**config.mk**
```make
export PLATFORM = sky130hd
export DESIGN_NAME = dbg_dscr
export DESIGN_NICKNAME = d
export VERILOG_FILES = /design/src/rtl/dbg_dscr_pkg.sv /design/src/rtl/dbg_ctrl_reg.sv /design/src/rtl/dbg_sticky_bank.sv /design/src/rtl/dbg_irq_gate.sv /design/src/rtl/dbg_dscr.sv
export SDC_FILE = /design/constraint.sdc
export NUM_CORES = 1
export LEC_CHECK = 0
export ABC_CLOCK_PERIOD_IN_PS = 950
export BUFFER_PORTS_ARGS = -buffer_cell sky130_fd_sc_hd__buf_2
export CAP_MARGIN = 10
export CORE_ASPECT_RATIO = 1.4
export CORE_MARGIN = 2
export CORE_UTILIZATION = 20
export DETAILED_ROUTE_END_ITERATION = 7
export PLACE_DENSITY = 0.76
export SLEW_MARGIN = 30
export SYNTH_ARGS = -nofsm -noshare
export SYNTH_HDL_FRONTEND = slang
export SYNTH_HIERARCHICAL = 1
export SYNTH_SLANG_ARGS = --single-unit
```
**constraint.sdc**
```tcl
create_clock -name clk -period 0.95 [get_ports clk]
set_clock_uncertainty 0.2 [all_clocks]
set_input_delay 0.0475 -clock clk [delete_from_list [all_inputs] [get_ports clk]]
set_output_delay 0.0475 -clock clk [all_outputs]
set_load 0.03 [all_outputs]
```
**src/rtl/dbg_dscr_pkg.sv**
```systemverilog
package dbg_dscr_pkg;
  // Bit positions in the status/control word; a software driver decodes these.
  localparam int BIT_EXEC   = 13;
  localparam int BIT_UBLK   = 12;
  localparam int BIT_INTDIS = 11;
  localparam int BIT_ACK    = 10;
  localparam int BIT_RSVD   = 9;
  // Sticky flags occupy a contiguous field: precise, imprecise, undefined.
  localparam int N_STICKY   = 3;
  localparam int STICKY_LSB = 6;
  localparam int FLG_PRE    = 0;
  localparam int FLG_IMP    = 1;
  localparam int FLG_UND    = 2;
  // Clear-command bit in the run-control word.
  localparam int RC_CLR_BIT = 2;
  // Interrupt lines gated by the mask bit.
  localparam int N_INT_LINES = 2;

  typedef struct packed {
    logic exec_en;
    logic user_blk;
    logic int_mask;
    logic ack_force;
  } ctl_t;
endpackage

```
**src/rtl/dbg_ctrl_reg.sv**
```systemverilog
module dbg_ctrl_reg
  import dbg_dscr_pkg::*;
(
  input  logic clk,
  input  logic rst_n,
  input  logic wr_en,
  input  ctl_t wr_val,
  output ctl_t ctl
);
  always_ff @(posedge clk or negedge rst_n) begin
    if (!rst_n)     ctl <= '0;
    else if (wr_en) ctl <= wr_val;
  end

  // a write lands at the next edge, otherwise the bits hold.
  a_r2_write_lands: assert property (@(posedge clk) disable iff (!rst_n)
    wr_en |=> (ctl == $past(wr_val)));
  a_r2_hold: assert property (@(posedge clk) disable iff (!rst_n)
    !wr_en |=> $stable(ctl));
endmodule

```
**src/rtl/dbg_sticky_bank.sv**
```systemverilog
module dbg_sticky_bank #(
  parameter int N = 3
) (
  input  logic         clk,
  input  logic         rst_n,
  input  logic         in_debug,
  input  logic [N-1:0] ev,
  input  logic         clr,
  output logic [N-1:0] flags
);
  for (genvar i = 0; i < N; i++) begin : g_flag
    logic hit;
    assign hit = ev[i] & in_debug;

    // Set has priority over clear so that no event is lost.
    always_ff @(posedge clk or negedge rst_n) begin
      if (!rst_n)   flags[i] <= 1'b0;
      else if (hit) flags[i] <= 1'b1;
      else if (clr) flags[i] <= 1'b0;
    end

    a_r7_set_in_debug: assert property (@(posedge clk) disable iff (!rst_n)
      (ev[i] && in_debug) |=> flags[i]);
    a_r7_no_set_outside: assert property (@(posedge clk) disable iff (!rst_n)
      (!in_debug && !flags[i]) |=> !flags[i]);
    a_r8_hold: assert property (@(posedge clk) disable iff (!rst_n)
      (flags[i] && !clr) |=> flags[i]);
    a_r8_clear: assert property (@(posedge clk) disable iff (!rst_n)
      (clr && !(ev[i] && in_debug)) |=> !flags[i]);
    a_r9_set_wins: assert property (@(posedge clk) disable iff (!rst_n)
      (clr && ev[i] && in_debug) |=> flags[i]);
  end
endmodule

```
**src/rtl/dbg_irq_gate.sv**
```systemverilog
module dbg_irq_gate #(
  parameter int N = 2
) (
  input  logic [N-1:0] raw,
  input  logic         mask,
  output logic [N-1:0] gated
);
  for (genvar i = 0; i < N; i++) begin : g_line
    assign gated[i] = raw[i] & ~mask;
  end
endmodule

```
**src/rtl/dbg_dscr.sv**
```systemverilog
module dbg_dscr
  import dbg_dscr_pkg::*;
#(
  parameter int DATA_W = 32
) (
  input  logic              clk,
  input  logic              rst_n,
  input  logic              reg_wr_en,
  input  logic [DATA_W-1:0] reg_wdata,
  output logic [DATA_W-1:0] reg_rdata,
  input  logic              rc_wr_en,
  input  logic [DATA_W-1:0] rc_wdata,
  input  logic              in_debug,
  input  logic              ev_undef,
  input  logic              ev_imp_abort,
  input  logic              ev_prec_abort,
  input  logic              user_acc,
  input  logic              itr_wr_ok,
  input  logic              irq_raw,
  input  logic              fiq_raw,
  output logic              irq_gated,
  output logic              fiq_gated,
  output logic              dbgack,
  output logic              undef_trap,
  output logic              fetch_req,
  output logic              proto_err
);
  ctl_t                   ctl;
  ctl_t                   wr_val;
  logic [N_STICKY-1:0]    ev_vec;
  logic [N_STICKY-1:0]    flags;
  logic                   clr_cmd;
  logic [N_INT_LINES-1:0] int_raw;
  logic [N_INT_LINES-1:0] int_gated;
  logic                   unused_wbits;

  // Only the control field of a register write is kept; the rest is dropped.
  assign wr_val.exec_en   = reg_wdata[BIT_EXEC];
  assign wr_val.user_blk  = reg_wdata[BIT_UBLK];
  assign wr_val.int_mask  = reg_wdata[BIT_INTDIS];
  assign wr_val.ack_force = reg_wdata[BIT_ACK];
  assign unused_wbits     = ^{reg_wdata, rc_wdata};

  dbg_ctrl_reg u_ctrl (
    .clk    (clk),
    .rst_n  (rst_n),
    .wr_en  (reg_wr_en),
    .wr_val (wr_val),
    .ctl    (ctl)
  );

  assign ev_vec[FLG_PRE] = ev_prec_abort;
  assign ev_vec[FLG_IMP] = ev_imp_abort;
  assign ev_vec[FLG_UND] = ev_undef;
  assign clr_cmd         = rc_wr_en & rc_wdata[RC_CLR_BIT];

  dbg_sticky_bank #(.N(N_STICKY)) u_sticky (
    .clk      (clk),
    .rst_n    (rst_n),
    .in_debug (in_debug),
    .ev       (ev_vec),
    .clr      (clr_cmd),
    .flags    (flags)
  );

  assign int_raw = {fiq_raw, irq_raw};

  dbg_irq_gate #(.N(N_INT_LINES)) u_gate (
    .raw   (int_raw),
    .mask  (ctl.int_mask),
    .gated (int_gated)
  );

  assign irq_gated = int_gated[0];
  assign fiq_gated = int_gated[1];

  assign dbgack     = in_debug | ctl.ack_force;
  assign undef_trap = user_acc & ctl.user_blk;
  assign fetch_req  = itr_wr_ok & ctl.exec_en & in_debug;
  assign proto_err  = ctl.exec_en & ~in_debug;

  always_comb begin
    reg_rdata                               = '0;
    reg_rdata[BIT_EXEC]                     = ctl.exec_en;
    reg_rdata[BIT_UBLK]                     = ctl.user_blk;
    reg_rdata[BIT_INTDIS]                   = ctl.int_mask;
    reg_rdata[BIT_ACK]                      = ctl.ack_force;
    reg_rdata[STICKY_LSB +: N_STICKY]       = flags;
  end

  a_r3_trap_after_block: assert property (@(posedge clk) disable iff (!rst_n)
    (reg_wr_en && reg_wdata[BIT_UBLK]) |=> (!user_acc || undef_trap));
  a_r4_masked_after_write: assert property (@(posedge clk) disable iff (!rst_n)
    (reg_wr_en && reg_wdata[BIT_INTDIS]) |=> !(irq_gated || fiq_gated));
  a_r5_ack_forced: assert property (@(posedge clk) disable iff (!rst_n)
    (reg_wr_en && reg_wdata[BIT_ACK]) |=> dbgack);
  a_r5_ack_in_debug: assert property (@(posedge clk) disable iff (!rst_n)
    in_debug |-> dbgack);
  a_r10_fetch_needs_debug: assert property (@(posedge clk) disable iff (!rst_n)
    fetch_req |-> (itr_wr_ok && in_debug));
  a_r11_err_after_exec: assert property (@(posedge clk) disable iff (!rst_n)
    (reg_wr_en && reg_wdata[BIT_EXEC]) |=> (in_debug || (proto_err && !fetch_req)));
  a_r6_reserved_zero: assert property (@(posedge clk) disable iff (!rst_n)
    $rose(reg_wr_en) |-> !reg_rdata[BIT_RSVD]);
endmodule

```
==> results of run 1 <==
-- sequential cells by signal, summed over array words and instances, names as in the netlist --
register        count
u_ctrl/ctl          4
u_sticky/flags      3
-- cells in the final DEF (no fill, tap or decap), types with 2 or more instances in the layout --
master	synthesis	routed
nand2_1	3	3
inv_1	3	3
dfrtp_2	0	4
conb_1	1	25
clkbuf_4	0	3
dfrtp_1	7	3
nor2b_2	0	2
buf_2	0	16
o21ai_1	2	2
buf_4	25	2
dlygate4sd3_1	0	4
buf_6	0	13
mux2_2	4	4
-- worst reg2reg max path, stage by stage, from the launching register on --
cell,delay [ps]
dfrtp_2,400
buf_4,140
mux2_2,250
-- cell families after synthesis --
family,Yosys count,share of synthesized area
other,1,0.00749
DFF,7,0.350
muxes,4,0.0900
buffers and inverters,28,0.397
AOI/OAI and AO/OA,3,0.0375
and+or+nand+nor,10,0.118
-- metrics by stage --
step | setup TNS (ps) | cells
2_1_floorplan | -716 | 77
3_3_place_gp | -217 | 115
3_5_place_dp | -253 | 115
4_1_cts | -2890 | 125
5_1_grt | -3250 | 125
6_report | -2750 | 125
-- per-layer routing --
layer,vias up,GRT usage,wire length (um)
li1,189,-,-
met1,183,0.0667,334
met2,42,0.142,579
met3,0,0.0287,142
met4,0,0.0429,0
met5,-,0,0
-- timing repair --
action                                  in CTS  in global routing
gates cloned                                 0                  0
endpoints found under the setup margin      17                 17
hold endpoints to repair                    14                 14
setup buffers                                2                  0
resized for setup                           26                  0
-- power by group --
group          internal, uW  switching, uW  total (uW)
Sequential              333           27.8         361
Combinational           180            304         484
Clock                   161            116         276
-- how the worst min path moves through the flow --
| stage | start | to | cells after the start | slack (ps) |
|---|---|---|---|---|
| final | reg_wdata[10] | u_ctrl/ctl[0]$_DFFE_PN0P_ | 2 | -170 |
| after CTS | reg_wdata[10] | u_ctrl/ctl[0]$_DFFE_PN0P_ | 2 | -180 |
| after global routing | reg_wdata[10] | u_ctrl/ctl[0]$_DFFE_PN0P_ | 2 | -170 |
| after floorplan | rst_n | u_ctrl/ctl[0]$_DFFE_PN0P_ | 0 | -450 |
| after detailed placement | rst_n | u_sticky/flags[0]$_DFFE_PN0P_ | 1 | -310 |
| after global placement | rst_n | u_sticky/flags[0]$_DFFE_PN0P_ | 1 | -310 |
-- layout make-up --
type                            count  area [um2]  share of cell area
Clock buffer                        4        26.3              0.0340
Tap cell                           34        42.5              0.0551
Timing Repair Buffer               35         282               0.365
Multi-Input combinational cell     42         230               0.298
Inverter                            3        11.3              0.0146
Sequential cell                     7         180               0.233
==> flow_summary.json, run 1 <==
{
  "cts_buffers": 3,
  "port_buffers": 29,
  "cts_tree": "built",
  "grt_pass1_wl_um": 1570,
  "place_area_um2": 609,
  "p_leak_uw": 0.000412,
  "die_height_um": 63.2,
  "start_util": 0.209,
  "wl_um": 1060,
  "whs_ps": -169,
  "ys_types": 13,
  "worst-path-max-fanout": 2,
  "ys.flop_type": "dfrtp_1",
  "crit_path_end": "dbgack",
  "cts_sinks": 7,
  "power_uw": 1120,
  "hp-class": "input port to flip-flop",
  "io_pins": 114,
  "worst_setup_path_end_kind": "primary output",
  "ff2ff_setup_slack_ps": -140,
  "maxSlewViolCount": 0,
  "area_growth_pct": 54.2,
  "grt_max_degree": 8,
  "die_x_um": 46.3,
  "syn-cell-area_um2": 500,
  "drv_cap": 0,
  "slowest_delay_ps": 400,
  "crit_arrival_ps": 1010,
  "yosysWarnings": 6,
  "grt_setup_unrepaired": "yes",
  "synth_top_area_frac": 0.375,
  "fin_area_um2": 772,
  "period_minus_slack_ps": 1260,
  "clkSlewWorstSetupHoldPaths_ps": 50,
  "place_congestion": 0.643,
  "netlist_instances": 53,
  "crit_cells": 2,
  "coreArea_um2": 2390,
  "clock_latency_ps": 250,
  "peakVddDrop_uv": 428,
  "rows": 21,
  "yosys.area.top_type": "buf_4",
  "layout.nets": 168,
  "track_usage": 0.0780,
  "final_hold_viol_count": 14,
  "critPathLaunchType": "flip-flop",
  "synth_commonest_cells": "buf_4 (25), dfrtp_1 (7), mux2_2 (4), inv_1 (3), nand2_1 (3)",
  "max_freq_mhz": 797,
  "synth-seq-area-share": 0.350,
  "async_flop_share": 1.00,
  "synth_area_per_cell_um2": 9.44,
  "ff2ff_path_depth": 2,
  "cts-htree-levels": 1,
  "dr.pass1.iters": 1,
  "synth_area_leaders": "buf_4 (38%), dfrtp_1 (35%), mux2_2 (9.0%)",
  "root_buffer": "clkbuf_4",
  "fin_crit_sh": 1.32,
  "synth_edf_count": 0,
  "status": "finished, violations left",
  "violations": "negative hold slack, negative setup slack",
  "fillCellCount": 244,
  "required_ps": 700,
  "grt_pass1_vias": 406,
  "pwr_density_cell_nw_per_um2": 1450,
  "routed-via-count": 414,
  "fin_util": 0.323,
  "yosys_register_bits": 7,
  "hold_buffers": 4,
  "r2r-start": "u_ctrl/ctl[0]$_DFFE_PN0P_",
  "drive_above_1_share": 0.538,
  "r2r_end": "u_ctrl/ctl[0]$_DFFE_PN0P_",
  "drc": 0,
  "diodes": 0,
  "wl_per_cell_um": 8.45,
  "clock_path_buffers": 2,
  "finalWorstSetupSlack_ps": -305,
  "path_buf_inv": 1,
  "setup_viol": 17,
  "path_cells": "or2_4, buf_6",
  "slowest_stage": "dfrtp_2",
  "antenna_left": 0,
  "dp_slack_ps": -68.6,
  "critPathTopFamily": "flip-flops",
  "grt_overflow": 0,
  "hpwl_um": 754,
  "antenna_found_initial": 0,
  "synthMostInstantiatedCell": "buf_4",
  "via_per_inst": 3.31,
  "die_area_um2": 2920,
  "drtIter0Drc": 0,
  "crit_type": "flip-flop to primary output",
  "cp-startpoint": "u_ctrl/ctl[0]$_DFFE_PN0P_"
}
Power figures use the tool's default switching activity.
==> inputs of run 2 (changes only) <==
--- a/config.mk
+++ b/config.mk
@@ -6,8 +6,8 @@
 export NUM_CORES = 1
 export LEC_CHECK = 0
 export ABC_CLOCK_PERIOD_IN_PS = 950
-export BUFFER_PORTS_ARGS = -buffer_cell sky130_fd_sc_hd__buf_2
-export CAP_MARGIN = 10
+export BUFFER_PORTS_ARGS = -buffer_cell sky130_fd_sc_hd__buf_4
+export CAP_MARGIN = 25
 export CORE_ASPECT_RATIO = 1.4
 export CORE_MARGIN = 2
 export CORE_UTILIZATION = 20
==> run 2 against run 1 <==
Via count up 1.2%. Critical endpoint unchanged. Critical path type unchanged. Largest cell class unchanged. Power up 1.6%. The flow still finishes with violations (negative hold slack, negative setup slack). Clock power down 3%. Hold slack better by 2.1 ps. Core utilization up 1.8 points. Wire length up 7.3%. Die area unchanged.
==> flow_summary.json, run 2 (same netlist as run 1, synthesis figures left out) <==
{
  "hpwl_um": 862,
  "critPathLaunchType": "flip-flop",
  "layout_commonest_cell": "conb_1",
  "maxSlewViolCount": 0,
  "root_buffer": "clkbuf_4",
  "worst_setup_path_end_kind": "primary output",
  "pwr_density_cell_nw_per_um2": 1400,
  "cts-htree-levels": 1,
  "area_growth_pct": 63.0,
  "place_congestion": 0.617,
  "ff2ff_setup_slack_ps": -140,
  "crit_arrival_ps": 1000,
  "die_x_um": 46.3,
  "drive_above_1_share": 0.549,
  "die_area_um2": 2920,
  "required_ps": 700,
  "start_util": 0.209,
  "period_minus_slack_ps": 1250,
  "hold_buffers": 4,
  "diodes": 0,
  "worst-path-max-fanout": 2,
  "dr.pass1.iters": 1,
  "drtIter0Drc": 0,
  "wl_um": 1130,
  "grt_pass1_vias": 378,
  "finalWorstSetupSlack_ps": -298,
  "crit_type": "flip-flop to primary output",
  "hp-class": "input port to flip-flop",
  "cts_buffers": 3,
  "rows": 21,
  "antenna_found_initial": 0,
  "clock_latency_ps": 240,
  "grt_pass1_wl_um": 1540,
  "cts_tree": "built",
  "peakVddDrop_uv": 612,
  "max_freq_mhz": 802,
  "drc": 0,
  "coreArea_um2": 2390,
  "final_cell_mix": "conb_1 (25), buf_4 (18), buf_6 (13)",
  "status": "finished, violations left",
  "wl_per_cell_um": 9.06,
  "cts_sinks": 7,
  "clkSlewWorstSetupHoldPaths_ps": 50,
  "grt_setup_unrepaired": "yes",
  "io_pins": 114,
  "port_buffers": 29,
  "reg_top3": "u_ctrl/ctl: 4 flops, u_sticky/flags: 3 flops",
  "via_per_inst": 3.35,
  "setup_viol": 17,
  "power_uw": 1140,
  "violations": "negative hold slack, negative setup slack",
  "antenna_left": 0,
  "final_hold_viol_count": 14,
  "largest_reg_flops": 4,
  "grt_overflow": 0,
  "die_height_um": 63.2,
  "layout.nets": 168,
  "fin_crit_sh": 1.31,
  "grt_max_degree": 8,
  "clock_path_buffers": 2,
  "whs_ps": -167,
  "track_usage": 0.0781,
  "p_leak_uw": 0.000427,
  "routed-via-count": 419,
  "drv_cap": 0,
  "top_register": "u_ctrl/ctl"
}
==> run 2: worst max-delay path, stage by stage (launching register included) <==
cell and delay (ps):
dfrtp_2 390, or2_4 230, buf_6 140
==> run 2: per-layer routing <==
| layer | global-route usage | vias up | part of all wire |
|---|---|---|---|
| li1 | - | 189 | - |
| met4 | 0.0321 | 0 | 0.0035 |
| met2 | 0.146 | 42 | 0.54 |
| met3 | 0.0287 | 2 | 0.13 |
| met1 | 0.0687 | 186 | 0.33 |
| met5 | 0 | - | 0 |
==> run 2: per-stage QoR <==
step           cell area [um2]  utilization  instances  setup slack (ps)  setup TNS, ps
2_1_floorplan              609            -         77              -121           -716
3_3_place_gp               682        0.285        115             -57.2           -206
3_5_place_dp               682        0.285        115             -64.7           -278
4_1_cts                    812        0.340        125              -314          -3000
5_1_grt                    816        0.341        125              -343          -3350
6_report                   816        0.341        125              -298          -2760
==> run 2: power by group <==
group	leakage [uW]	switching [uW]	internal, uW
clock	0.0000150	107	160
sequential	0.0000764	29.5	334
combinational	0.000336	309	199
==> run 2: final cells by class <==
type                       instances  area [um2]
sequential                         7         180
tap                               34        42.5
fill                             242        1580
multi-input combinational         42         234
timing repair buffer              35         322
clock buffer                       4        26.3
inverter                           3        11.3
==> run 2: worst paths after layout <==
check	depth (start not counted)	start	endpoint
max	2	u_ctrl/ctl[0]$_DFFE_PN0P_	dbgack
max reg2reg	2	u_ctrl/ctl[0]$_DFFE_PN0P_	u_ctrl/ctl[0]$_DFFE_PN0P_
min reg2reg	2	u_sticky/flags[1]$_DFFE_PN0P_	u_sticky/flags[1]$_DFFE_PN0P_
min	2	reg_wdata[13]	u_ctrl/ctl[3]$_DFFE_PN0P_
max in group asynchronous	2	rst_n	u_ctrl/ctl[3]$_DFFE_PN0P_
min in group asynchronous	2	rst_n	u_sticky/flags[2]$_DFFE_PN0P_
==> run 2: what timing repair did <==
item,in CTS,in global routing
setup buffers,2,0
pin swaps,0,1
endpoints found under the hold margin,14,14
endpoints found under the setup margin,17,18
gates resized for setup,13,1
